## src/rtl/gpio_pkg.sv

```systemverilog
`timescale 1ns/1ps
package gpio_pkg;
  localparam int REG_IDX_W     = 4;
  localparam int AUTOSLEEP_BIT = 1;

  typedef enum logic [REG_IDX_W-1:0] {
    IDX_MASK  = 4'd0,
    IDX_DIR   = 4'd1,
    IDX_OUT   = 4'd2,
    IDX_TRIG  = 4'd3,
    IDX_EDGE  = 4'd4,
    IDX_LEVEL = 4'd5,
    IDX_SMASK = 4'd6,
    IDX_SOUT  = 4'd7,
    IDX_BFOUT = 4'd8,
    IDX_STAT  = 4'd9,
    IDX_ALT   = 4'd10,
    IDX_SCFG  = 4'd11,
    IDX_PIN   = 4'd12
  } reg_idx_e;
endpackage

```

## src/rtl/gpio_sync.sv

```systemverilog
`timescale 1ns/1ps
module gpio_sync #(
  parameter int W = 16
) (
  input  logic         clk,
  input  logic         rst,
  input  logic [W-1:0] async_in,
  output logic [W-1:0] sync_out
);
  logic [W-1:0] stage1_q;

  always_ff @(posedge clk) begin
    if (rst) begin
      stage1_q <= '0;
      sync_out <= '0;
    end else begin
      stage1_q <= async_in;
      sync_out <= stage1_q;
    end
  end
endmodule

```

## src/rtl/gpio_irq_detect.sv

```systemverilog
`timescale 1ns/1ps
module gpio_irq_detect #(
  parameter int W = 16
) (
  input  logic         clk,
  input  logic         rst,
  input  logic [W-1:0] pin_s,
  input  logic [W-1:0] edge_mode,
  input  logic [W-1:0] edge_rise,
  input  logic [W-1:0] level_high,
  input  logic [W-1:0] clr,
  output logic [W-1:0] status
);
  logic [W-1:0] prev_q;
  logic [W-1:0] hit;

  always_ff @(posedge clk) begin
    if (rst) prev_q <= '0;
    else     prev_q <= pin_s;
  end

  for (genvar i = 0; i < W; i++) begin : g_pin
    always_comb begin
      if (edge_mode[i])
        hit[i] = edge_rise[i] ? (pin_s[i] & ~prev_q[i]) : (~pin_s[i] & prev_q[i]);
      else
        hit[i] = level_high[i] ? pin_s[i] : ~pin_s[i];
    end

    always_ff @(posedge clk) begin
      if (rst) status[i] <= 1'b0;
      else     status[i] <= (status[i] & ~clr[i]) | hit[i];
    end
  end
endmodule

```

## src/rtl/gpio_out_mux.sv

```systemverilog
`timescale 1ns/1ps
module gpio_out_mux #(
  parameter int W = 16
) (
  input  logic         clk,
  input  logic         rst,
  input  logic [W-1:0] dir,
  input  logic [W-1:0] out_val,
  input  logic [W-1:0] alt_sel,
  input  logic [W-1:0] alt_data,
  input  logic [W-1:0] sleep_val,
  input  logic [W-1:0] fault_val,
  input  logic         sleep_on,
  input  logic         fault_on,
  output logic [W-1:0] pin_out,
  output logic [W-1:0] pin_oe
);
  logic [W-1:0] normal_val;
  logic [W-1:0] nxt;

  always_comb begin
    normal_val = (alt_sel & alt_data) | (~alt_sel & out_val);
    if (fault_on)      nxt = fault_val;
    else if (sleep_on) nxt = sleep_val;
    else               nxt = normal_val;
  end

  always_ff @(posedge clk) begin
    if (rst) begin
      pin_out <= '0;
      pin_oe  <= '0;
    end else begin
      pin_out <= nxt;
      pin_oe  <= dir;
    end
  end
endmodule

```

## src/rtl/gpio_bank.sv

```systemverilog
`timescale 1ns/1ps
module gpio_bank
  import gpio_pkg::*;
#(
  parameter int NPINS = 16
) (
  input  logic                 clk,
  input  logic                 rst,
  input  logic                 wr_en,
  input  logic [REG_IDX_W-1:0] addr,
  input  logic [NPINS-1:0]     wdata,
  output logic [NPINS-1:0]     rdata,
  input  logic [NPINS-1:0]     pin_in,
  output logic [NPINS-1:0]     pin_out,
  output logic [NPINS-1:0]     pin_oe,
  input  logic [NPINS-1:0]     alt_data,
  input  logic                 sleep_mode,
  input  logic                 batt_fault,
  output logic                 irq
);
  logic [NPINS-1:0] mask_q, dir_q, out_q, trig_q, edge_q, lvl_q;
  logic [NPINS-1:0] smask_q, sout_q, bf_q, alt_q;
  logic             autoslp_q;
  logic [NPINS-1:0] sync_q, status_q, clr, eff_mask, scfg_rd;

  gpio_sync #(.W(NPINS)) u_sync (
    .clk(clk), .rst(rst), .async_in(pin_in), .sync_out(sync_q)
  );

  assign clr = (wr_en && addr == IDX_STAT) ? wdata : '0;

  gpio_irq_detect #(.W(NPINS)) u_det (
    .clk(clk), .rst(rst), .pin_s(sync_q), .edge_mode(trig_q),
    .edge_rise(edge_q), .level_high(lvl_q), .clr(clr), .status(status_q)
  );

  gpio_out_mux #(.W(NPINS)) u_mux (
    .clk(clk), .rst(rst), .dir(dir_q), .out_val(out_q), .alt_sel(alt_q),
    .alt_data(alt_data), .sleep_val(sout_q), .fault_val(bf_q),
    .sleep_on(sleep_mode | autoslp_q), .fault_on(batt_fault),
    .pin_out(pin_out), .pin_oe(pin_oe)
  );

  always_ff @(posedge clk) begin
    if (rst) begin
      mask_q <= '0; dir_q <= '0; out_q <= '0; trig_q <= '0; edge_q <= '0;
      lvl_q <= '0; smask_q <= '0; sout_q <= '0; bf_q <= '0; alt_q <= '0;
      autoslp_q <= 1'b0;
    end else if (wr_en) begin
      case (addr)
        IDX_MASK:  mask_q    <= wdata;
        IDX_DIR:   dir_q     <= wdata;
        IDX_OUT:   out_q     <= wdata;
        IDX_TRIG:  trig_q    <= wdata;
        IDX_EDGE:  edge_q    <= wdata;
        IDX_LEVEL: lvl_q     <= wdata;
        IDX_SMASK: smask_q   <= wdata;
        IDX_SOUT:  sout_q    <= wdata;
        IDX_BFOUT: bf_q      <= wdata;
        IDX_ALT:   alt_q     <= wdata;
        IDX_SCFG:  autoslp_q <= wdata[AUTOSLEEP_BIT];
        default: ;
      endcase
    end
  end

  always_comb begin
    scfg_rd = '0;
    scfg_rd[AUTOSLEEP_BIT] = autoslp_q;
    eff_mask = sleep_mode ? smask_q : mask_q;
  end

  always_ff @(posedge clk) begin
    if (rst) begin
      rdata <= '0;
      irq   <= 1'b0;
    end else begin
      irq <= |(status_q & ~eff_mask);
      case (addr)
        IDX_MASK:  rdata <= mask_q;
        IDX_DIR:   rdata <= dir_q;
        IDX_OUT:   rdata <= out_q;
        IDX_TRIG:  rdata <= trig_q;
        IDX_EDGE:  rdata <= edge_q;
        IDX_LEVEL: rdata <= lvl_q;
        IDX_SMASK: rdata <= smask_q;
        IDX_SOUT:  rdata <= sout_q;
        IDX_BFOUT: rdata <= bf_q;
        IDX_STAT:  rdata <= status_q;
        IDX_ALT:   rdata <= alt_q;
        IDX_SCFG:  rdata <= scfg_rd;
        IDX_PIN:   rdata <= sync_q;
        default:   rdata <= '0;
      endcase
    end
  end
endmodule

```

## config.mk

```make
export PLATFORM = sky130hd
export DESIGN_NAME = gpio_bank
export DESIGN_NICKNAME = d
export VERILOG_FILES = /design/src/rtl/gpio_pkg.sv /design/src/rtl/gpio_sync.sv /design/src/rtl/gpio_irq_detect.sv /design/src/rtl/gpio_out_mux.sv /design/src/rtl/gpio_bank.sv
export SDC_FILE = /design/constraint.sdc
export NUM_CORES = 1
export LEC_CHECK = 0
export ABC_AREA = 1
export CAP_MARGIN = 20
export CELL_PAD_IN_SITES_DETAIL_PLACEMENT = 0
export CELL_PAD_IN_SITES_GLOBAL_PLACEMENT = 1
export CORE_ASPECT_RATIO = 1.4
export CORE_MARGIN = 2
export CORE_UTILIZATION = 40
export CTS_BUF_LIST = sky130_fd_sc_hd__clkbuf_2 sky130_fd_sc_hd__clkbuf_4 sky130_fd_sc_hd__clkbuf_8
export DETAILED_ROUTE_END_ITERATION = 16
export DONT_BUFFER_PORTS = 1
export PLACE_DENSITY_LB_ADDON = 0.15
export REMOVE_ABC_BUFFERS = 1
export SYNTH_ARGS = -nofsm -noshare
export SYNTH_HDL_FRONTEND = slang
export SYNTH_SLANG_ARGS = --single-unit
```

## constraint.sdc

```tcl
create_clock -name clk -period 1.2 [get_ports clk]
set_clock_uncertainty 0.1 [all_clocks]
set_input_delay 0.12 -clock clk [delete_from_list [all_inputs] [get_ports clk]]
set_output_delay 0.12 -clock clk [all_outputs]
set_load 0.01 [all_outputs]
```

==> summary.md, run 1 <==
| Metric | Value |
|---|---|
| Sum of net half-perimeters after detailed placement | `26,100 um` |
| Starting density of the core | `40.6%` |
| Share of final-layout standard cells stronger than drive strength 1 | `16.9%` |
| PnR Total Power | `0.0201 W` |
| Vias/cell | `5.30` |
| Global-route wire length before repair | `66,100 um` |
| Unrepaired setup endpoints after global routing | `yes` |
| Cell family with the largest share of critical-path delay | `flip-flops` |
| Slowest cell on the critical path | `sky130_fd_sc_hd__dfxtp_2` |
| Total clock buffers created by CTS | `45` |
| Fraction of the yosys area taken by sequential cells | `46.1%` |
| Total stage count of the critical path | `7` |
| Mean area per synthesized cell | `6.92 sq um` |
| Peak Freq | `790 MHz` |
| Number of I/O port buffers | `0` |
| Post-synthesis instance area | `11,900 sq um` |
| Biggest area consumer among synthesized cells | `sky130_fd_sc_hd__dfxtp_1` |
| Core occupancy in the finished layout | `51.9%` |
| Fin. max-slew vios | `0` |
| Crit path setup slack, layout | `-0.0661 ns` |
| Crit Reg-Reg Endpoint | `u_mux.pin_out[10]` |
| Number of DRC markers in iteration 0 | `811` |
| Setup violations, final | `10` |
| #FFs+latches synth | `274` |
| Switching portion of total power | `25.0%` |
| Number of nets in the layout | `1,908` |
| Post-synth cell types | `18` |
| # Max-Cap Violations | `0` |
| Portion of synthesized cell area occupied by the leading cell type | `46.1%` |
| Clock root cell | `sky130_fd_sc_hd__clkbuf_8` |
| Classification of the worst-slack hold path | `in2reg` |
| Hold depth | `1` |
| Y dimension of the die | `208 um` |
| Number of global-route vias before repair | `11,700` |
| Yosys warns | `0` |
| Number of antenna violations at the first check in global routing | `1` |
| Leading post-synthesis cells by cell area | `sky130_fd_sc_hd__dfxtp_1 (46%), sky130_fd_sc_hd__nand3_1 (12%), sky130_fd_sc_hd__nand2_1 (11%), sky130_fd_sc_hd__a21oi_1 (11%), sky130_fd_sc_hd__o21ai_0 (5.7%)` |
| Worst hold slack | `-0.491 ns` |
| Total clock sinks | `274` |
| Die X-Extent | `150 um` |
| Reg2reg path depth | `7` |
| Count of fill cells added during filler insertion | `3,035` |
| Internal power | `0.0151 W` |
| Gate Count Post-Synth | `1,718` |
| H-tree levels | `2` |
| # DRC | `0` |
| Final wirelength | `43,000 um` |
| CORE AREA | `29,300 sq um` |
| Largest net degree at the start of global routing | `169` |
| Setup slack on the worst flop-to-flop path | `-0.07 ns` |
| Library cell appearing most often on the critical path | `sky130_fd_sc_hd__a21oi_1` |
| Number of buffers and inverters on the critical path | `3` |
| Clock edge transition at the registers on the reported setup and hold paths | `0.06 ns` |
| Leak | `6.30 nW` |
| FP Rows | `74` |
| NetSw | `0.00503 W` |
| Global placer's final weighted congestion | `0.796` |
| Power share of the sequential group | `47.3%` |
| Highest net fanout along the worst path | `15` |
| Buffers from clock root to sink, at most | `3` |
| Cells traversed along the worst timing path | `nor2_4, inv_4, buf_8, a21oi_1, o21ai_0, a21oi_1, buf_4` |
| TritonCTS clock tree | `done` |
| Kind of critical path | `reg2reg` |
| Post-route fraction of the period consumed by the critical path | `106%` |
| Final count of hold timing violations | `193` |
| Source-to-sink clock delay at the later pin of the worst-skew pair | `0.59 ns` |
| Final critical delay including setup and external delays | `1.27 ns` |
| Outcome | `finished, violations left` |
| Via count of the routed design | `12,000` |
| Die area | `31,100 sq um` |
| Worst Path Arrival | `1.70 ns` |
| Gate power share | `8.5%` |
| Highest ir drop seen on vdd | `852 uV` |
| Sum of overflow across all layers after global routing | `0` |
| Routed wire length per instance | `19.0 um` |
| Required time of the critical path | `1.63 ns` |
| Total power density per cell area | `1330 nW/um^2` |
| Total negative slack | `-0.337 ns` |
| Endpoint class of the critical path | `flop` |
| Slowest Stage Delay on Critical Path | `0.33 ns` |
| Clock network fraction of total power | `44.2%` |
| Number of placed I/O pins | `106` |
| Worst hold start | `rst` |
| Crit path launch type | `flop` |
| Detailed Routing Iterations Pass 1 | `8` |
| Worst r2r src | `autoslp_q` |
| Worst rel slew slack | `64.0%` |
| End point of the most critical hold path | `u_mux.pin_oe[5]` |
| Final ANT Viol Nets | `0` |
| Gr usage total | `27.3%` |
| Violated checks | `hold timing, setup timing` |
| Tightest Pin Transition | `0.538 ns` |
| Synthesis-to-layout area growth | `27.7%` |
[Yosys cell counts]
cell	instances
sky130_fd_sc_hd__buf_2	51
sky130_fd_sc_hd__nand2_2	2
sky130_fd_sc_hd__o21ai_0	135
sky130_fd_sc_hd__buf_4	7
sky130_fd_sc_hd__nor2_2	5
sky130_fd_sc_hd__a21oi_1	253
sky130_fd_sc_hd__o211ai_1	1
sky130_fd_sc_hd__nor2_4	3
sky130_fd_sc_hd__buf_1	6
sky130_fd_sc_hd__clkinv_1	1
sky130_fd_sc_hd__o22ai_1	1
sky130_fd_sc_hd__nand2_1	345
sky130_fd_sc_hd__inv_1	146
sky130_fd_sc_hd__nor2_1	133
sky130_fd_sc_hd__nand3_1	292
sky130_fd_sc_hd__dfxtp_1	274
sky130_fd_sc_hd__inv_2	2
sky130_fd_sc_hd__clkbuf_1	61
[placed cells by master, fill, tap and decap left out]
| master | Yosys | final |
|---|---|---|
| sky130_fd_sc_hd__buf_6 | 0 | 1 |
| sky130_fd_sc_hd__nand3_2 | 0 | 3 |
| sky130_fd_sc_hd__a21oi_2 | 0 | 8 |
| sky130_fd_sc_hd__diode_2 | 0 | 1 |
| sky130_fd_sc_hd__clkinvlp_4 | 0 | 1 |
| sky130_fd_sc_hd__clkinv_1 | 1 | 1 |
| sky130_fd_sc_hd__nor2_4 | 3 | 7 |
| sky130_fd_sc_hd__clkbuf_16 | 0 | 1 |
| sky130_fd_sc_hd__dfxtp_4 | 0 | 3 |
| sky130_fd_sc_hd__nand3_1 | 292 | 289 |
| sky130_fd_sc_hd__a21oi_1 | 253 | 245 |
| sky130_fd_sc_hd__buf_12 | 0 | 29 |
| sky130_fd_sc_hd__buf_8 | 0 | 1 |
| sky130_fd_sc_hd__nand2_1 | 345 | 342 |
| sky130_fd_sc_hd__nor2_2 | 5 | 12 |
| sky130_fd_sc_hd__nand2_2 | 2 | 5 |
| sky130_fd_sc_hd__o22ai_1 | 1 | 1 |
| sky130_fd_sc_hd__nor2_1 | 133 | 122 |
| sky130_fd_sc_hd__o21ai_1 | 0 | 9 |
| sky130_fd_sc_hd__dlygate4sd3_1 | 0 | 88 |
| sky130_fd_sc_hd__o211ai_1 | 1 | 1 |
| sky130_fd_sc_hd__inv_2 | 2 | 14 |
| sky130_fd_sc_hd__dfxtp_2 | 0 | 61 |
| sky130_fd_sc_hd__clkbuf_4 | 0 | 22 |
| sky130_fd_sc_hd__o21ai_0 | 135 | 126 |
| sky130_fd_sc_hd__inv_1 | 146 | 133 |
| sky130_fd_sc_hd__inv_4 | 0 | 1 |
| sky130_fd_sc_hd__clkbuf_8 | 0 | 59 |
| sky130_fd_sc_hd__dfxtp_1 | 274 | 210 |
| sky130_fd_sc_hd__buf_4 | 7 | 91 |
[worst max-delay path by stage]
stage	end	slack (ns)	start
floorplan	out_q[0]	-2.53	addr[3]
global placement	rdata[15]	-0.21	addr[1]
detailed placement	rdata[15]	-0.19	addr[1]
CTS	u_mux.pin_out[12]	-0.06	autoslp_q
global route	u_mux.pin_out[12]	-0.12	autoslp_q
finish	u_mux.pin_out[10]	-0.07	autoslp_q
[metal layers]
layer	up-vias	GRT usage, %	wire length [um]
li1	5904	-	-
met1	5657	34.8	18300
met2	367	46.6	21000
met3	85	4.28	2380
met4	0	9.47	1350
met5	-	0	0
[power groups by stage]
| stage | sequential [W] | combinational (W) | clock [W] |
|---|---|---|---|
| floorplan | 0.00967 | 0.000663 | 0 |
| global placement | 0.00972 | 0.00130 | 0 |
| detailed placement | 0.00972 | 0.00131 | 0 |
| CTS | 0.00952 | 0.00161 | 0.00914 |
| global route | 0.00955 | 0.00185 | 0.00951 |
| finish | 0.00953 | 0.00170 | 0.00891 |
[kinds of logic after synthesis]
family | count (synthesis) | synth area share, %
compound gates | 390 | 16.4
buf+inv | 274 | 9.41
flops | 274 | 46.1
simple gates | 780 | 28.0
[registers in the layout, summed over array words and instances (netlist names)]
name	count
alt_q	16
bf_q	16
dir_q	16
edge_q	16
lvl_q	16
mask_q	16
out_q	16
rdata	16
smask_q	16
sout_q	16
trig_q	16
u_det.prev_q	16
u_det.status	16
u_mux.pin_oe	16
u_mux.pin_out	16
u_sync.stage1_q	16
u_sync.sync_out	16
autoslp_q	1
irq	1
[final cells by class]
type | instances | area, sq um | area share (%)
clock buffers | 81 | 977 | 6.44
flip-flops and latches | 274 | 5570 | 36.7
well taps | 380 | 475 | 3.13
clock inverters | 1 | 7.51 | 0.0494
multi-input cells | 1170 | 5390 | 35.5
repair buffers | 211 | 2200 | 14.5
diodes | 1 | 2.50 | 0.0165
inverters | 149 | 562 | 3.70
[stage by stage]
stage | setup WS [ns] | cell area [sq um] | instances
after global placement | -0.208 | 13000 | 2089
after global routing | -0.125 | 15200 | 2266
after CTS | -0.0568 | 15000 | 2257
final | -0.0661 | 15200 | 2267
after floorplan | -2.53 | 11300 | 1593
after detailed placement | -0.189 | 13000 | 2089
[what timing repair did]
item	in CTS	in global routing
hold endpoints to repair	274	213
resized for setup	53	60
endpoints found under the setup margin	48	78
cloned	0	1
pin swaps	5	14
hold buffers	83	15
setup buffers	3	1
No activity file was read; power rests on OpenSTA's default activity.
==> inputs of run 2 (changes only) <==
ABC_CLOCK_PERIOD_IN_PS = 1200   (was unset)
SETUP_SLACK_MARGIN = 0.02   (was unset)
==> run 2 against run 1 <==
Net effect: the flow still finishes with violations (hold timing, setup timing); combinational power about the same; sequential share of layout area rose by 0.21 points; flip-flop and latch count is the same; register-to-register slack hardly changed; die area stayed put; maximum frequency grew 0.32%; first-iteration DRC count fell by 0.86%; wire length fell by 0.38%; final cell count decreased by 0.35%; clock power barely moved.
==> summary.md, run 2 (synthesized netlist as in run 1, its figures left out) <==
| Metric | Value |
|---|---|
| Outcome | `finished, violations left` |
| Violated checks | `hold timing, setup timing` |
| Leak | `6.25 nW (-0.73%)` |
| Setup violations, final | `12 (+2)` |
| Buffers from clock root to sink, at most | `3 (unchanged)` |
| Worst rel slew slack | `63.8% (-0.23 points)` |
| Highest net fanout along the worst path | `15 (unchanged)` |
| Total clock sinks | `274 (unchanged)` |
| # DRC | `0 (unchanged)` |
| Total power density per cell area | `1330 nW/um^2 (+0.29%)` |
| Number of antenna violations at the first check in global routing | `1 (unchanged)` |
| Share of final-layout standard cells stronger than drive strength 1 | `17.5% (+0.55 points)` |
| Post-route fraction of the period consumed by the critical path | `105% (-0.34 points)` |
| Detailed Routing Iterations Pass 1 | `5 (-3)` |
| Vias/cell | `5.28 (-0.30%)` |
| Global-route wire length before repair | `65,900 um (-0.24%)` |
| Final count of hold timing violations | `197 (+2.1%)` |
| Unrepaired setup endpoints after global routing | `yes` |
| Worst hold slack | `-0.488 ns (+0.00290 ns)` |
| TritonCTS clock tree | `done` |
| Number of I/O port buffers | `0 (unchanged)` |
| Synthesis-to-layout area growth | `27.2%` |
| Final ANT Viol Nets | `0 (unchanged)` |
| Endpoint class of the critical path | `flop` |
| Most frequent cells in the layout | `sky130_fd_sc_hd__nand2_1 (341), sky130_fd_sc_hd__nand3_1 (287), sky130_fd_sc_hd__a21oi_1 (244), sky130_fd_sc_hd__dfxtp_1 (204), sky130_fd_sc_hd__inv_1 (137)` |
| Crit path setup slack, layout | `-0.0621 ns (+0.00406 ns)` |
| Number of DRC markers in iteration 0 | `804 (-0.86%)` |
| Y dimension of the die | `208 um (unchanged)` |
| Number of global-route vias before repair | `11,600 (-0.29%)` |
| Via count of the routed design | `11,900 (-0.65%)` |
| Starting density of the core | `40.6% (unchanged)` |
| Leading cell type in the layout, fill and taps excluded | `sky130_fd_sc_hd__nand2_1` |
| Total clock buffers created by CTS | `45 (unchanged)` |
| Required time of the critical path | `1.63 ns (about the same)` |
| Routed wire length per instance | `19.0 um (about the same)` |
| Total negative slack | `-0.331 ns (+0.00645 ns)` |
| Number of placed I/O pins | `106 (unchanged)` |
| Highest ir drop seen on vdd | `836 uV (-1.9%)` |
| # Max-Cap Violations | `0 (unchanged)` |
| Global placer's final weighted congestion | `0.796 (unchanged)` |
| Classification of the worst-slack hold path | `in2reg` |
| H-tree levels | `2 (unchanged)` |
| Tightest Pin Transition | `0.542 ns (+0.00344 ns)` |
| Final critical delay including setup and external delays | `1.26 ns (-0.00406 ns)` |
| Number of nets in the layout | `1,900 (-0.42%)` |
| Gr usage total | `27.3% (-0.059 points)` |
| Crit path launch type | `flop` |
| Core occupancy in the finished layout | `51.7% (-0.18 points)` |
| Fin. max-slew vios | `0 (unchanged)` |
| FP Rows | `74 (unchanged)` |
| Clock edge transition at the registers on the reported setup and hold paths | `0.06 ns (about the same)` |
| Die X-Extent | `150 um (unchanged)` |
| Worst Path Arrival | `1.69 ns (about the same)` |
| Kind of critical path | `reg2reg` |
| Source-to-sink clock delay at the later pin of the worst-skew pair | `0.58 ns (about the same)` |
| Die area | `31,100 sq um (unchanged)` |
| Peak Freq | `792 MHz (+0.32%)` |
| Final wirelength | `42,900 um (-0.38%)` |
| Sum of overflow across all layers after global routing | `0 (unchanged)` |
| Clock root cell | `sky130_fd_sc_hd__clkbuf_8` |
| Largest net degree at the start of global routing | `169 (unchanged)` |
| CORE AREA | `29,300 sq um (unchanged)` |
| Sum of net half-perimeters after detailed placement | `26,100 um (unchanged)` |
## run 2: cell count changes in the layout (fill, tap and decap cells not counted), moves of 2 or more
cell	previous run	this run
sky130_fd_sc_hd__o21ai_1	9	12
sky130_fd_sc_hd__dfxtp_1	210	204
sky130_fd_sc_hd__nand3_1	289	287
sky130_fd_sc_hd__dfxtp_4	3	5
sky130_fd_sc_hd__dfxtp_2	61	65
sky130_fd_sc_hd__dlygate4sd3_1	88	78
sky130_fd_sc_hd__o21ai_0	126	123
sky130_fd_sc_hd__nand3_2	3	5
sky130_fd_sc_hd__inv_1	133	137
sky130_fd_sc_hd__inv_2	14	11
## run 2: path summary, 6_finish.rpt
check / from / to / slack, ns / depth (start not counted)
setup / recovery: autoslp_q / u_mux.pin_out[10] / -0.06 / 7
hold reg to reg: u_sync.stage1_q[11] / u_sync.sync_out[11] / 0.30 / 2
setup reg to reg: autoslp_q / u_mux.pin_out[10] / -0.06 / 7
hold / removal: rst / u_mux.pin_oe[5] / -0.49 / 1
## run 2: routing by layer
| layer | global-route usage [%] | part of all wire [%] | vias up |
|---|---|---|---|
| li1 | - | - | 5886 |
| met1 | 34.6 | 43 | 5634 |
| met3 | 4.28 | 5.5 | 80 |
| met2 | 46.7 | 49 | 335 |
| met5 | 0 | 0 | - |
| met4 | 9.47 | 3.1 | 0 |
## run 2: timing repair
| action | 4_1_cts | 5_1_grt |
|---|---|---|
| setup buffers | 3 | 4 |
| gates resized for setup | 75 | 51 |
| hold buffers | 75 | 15 |
| pin swaps | 7 | 18 |
| cloned | 0 | 1 |
| hold endpoints to repair | 274 | 223 |
| endpoints found under the setup margin | 66 | 93 |
## run 2: cell type report
class                           instances  area (sq um)
Sequential cell                       274          5590
Inverter                              149           562
Fill cell                            3023         14100
Antenna cell                            1          2.50
Timing Repair Buffer                  203          2110
Tap cell                              380           475
Multi-Input combinational cell       1170          5410
Clock buffer                           81           977
Clock inverter                          1          7.51
## run 2: per-stage QoR
stage          setup slack (ns)  cell area, sq um  cells  total power, W
2_1_floorplan             -2.53             11300   1593          0.0103
3_3_place_gp             -0.208             13000   2089          0.0110
3_5_place_dp             -0.189             13000   2089          0.0110
4_1_cts                 -0.0568             14900   2249          0.0203
5_1_grt                  -0.127             15100   2258          0.0209
6_report                -0.0621             15100   2259          0.0201
## run 2: worst max-delay path: stages, from the launching register on
cell and delay (ns):
sky130_fd_sc_hd__dfxtp_2 0.33, sky130_fd_sc_hd__nor2_4 0.11, sky130_fd_sc_hd__inv_4 0.06, sky130_fd_sc_hd__buf_8 0.16, sky130_fd_sc_hd__a21oi_1 0.11, sky130_fd_sc_hd__o21ai_0 0.09
sky130_fd_sc_hd__a21oi_1 0.13, sky130_fd_sc_hd__buf_4 0.11
## run 2: power by group
group	total, W	internal (W)	switching [W]
Sequential	0.00953	0.00935	0.000180
Clock	0.00890	0.00506	0.00384
Combinational	0.00170	0.000696	0.00100
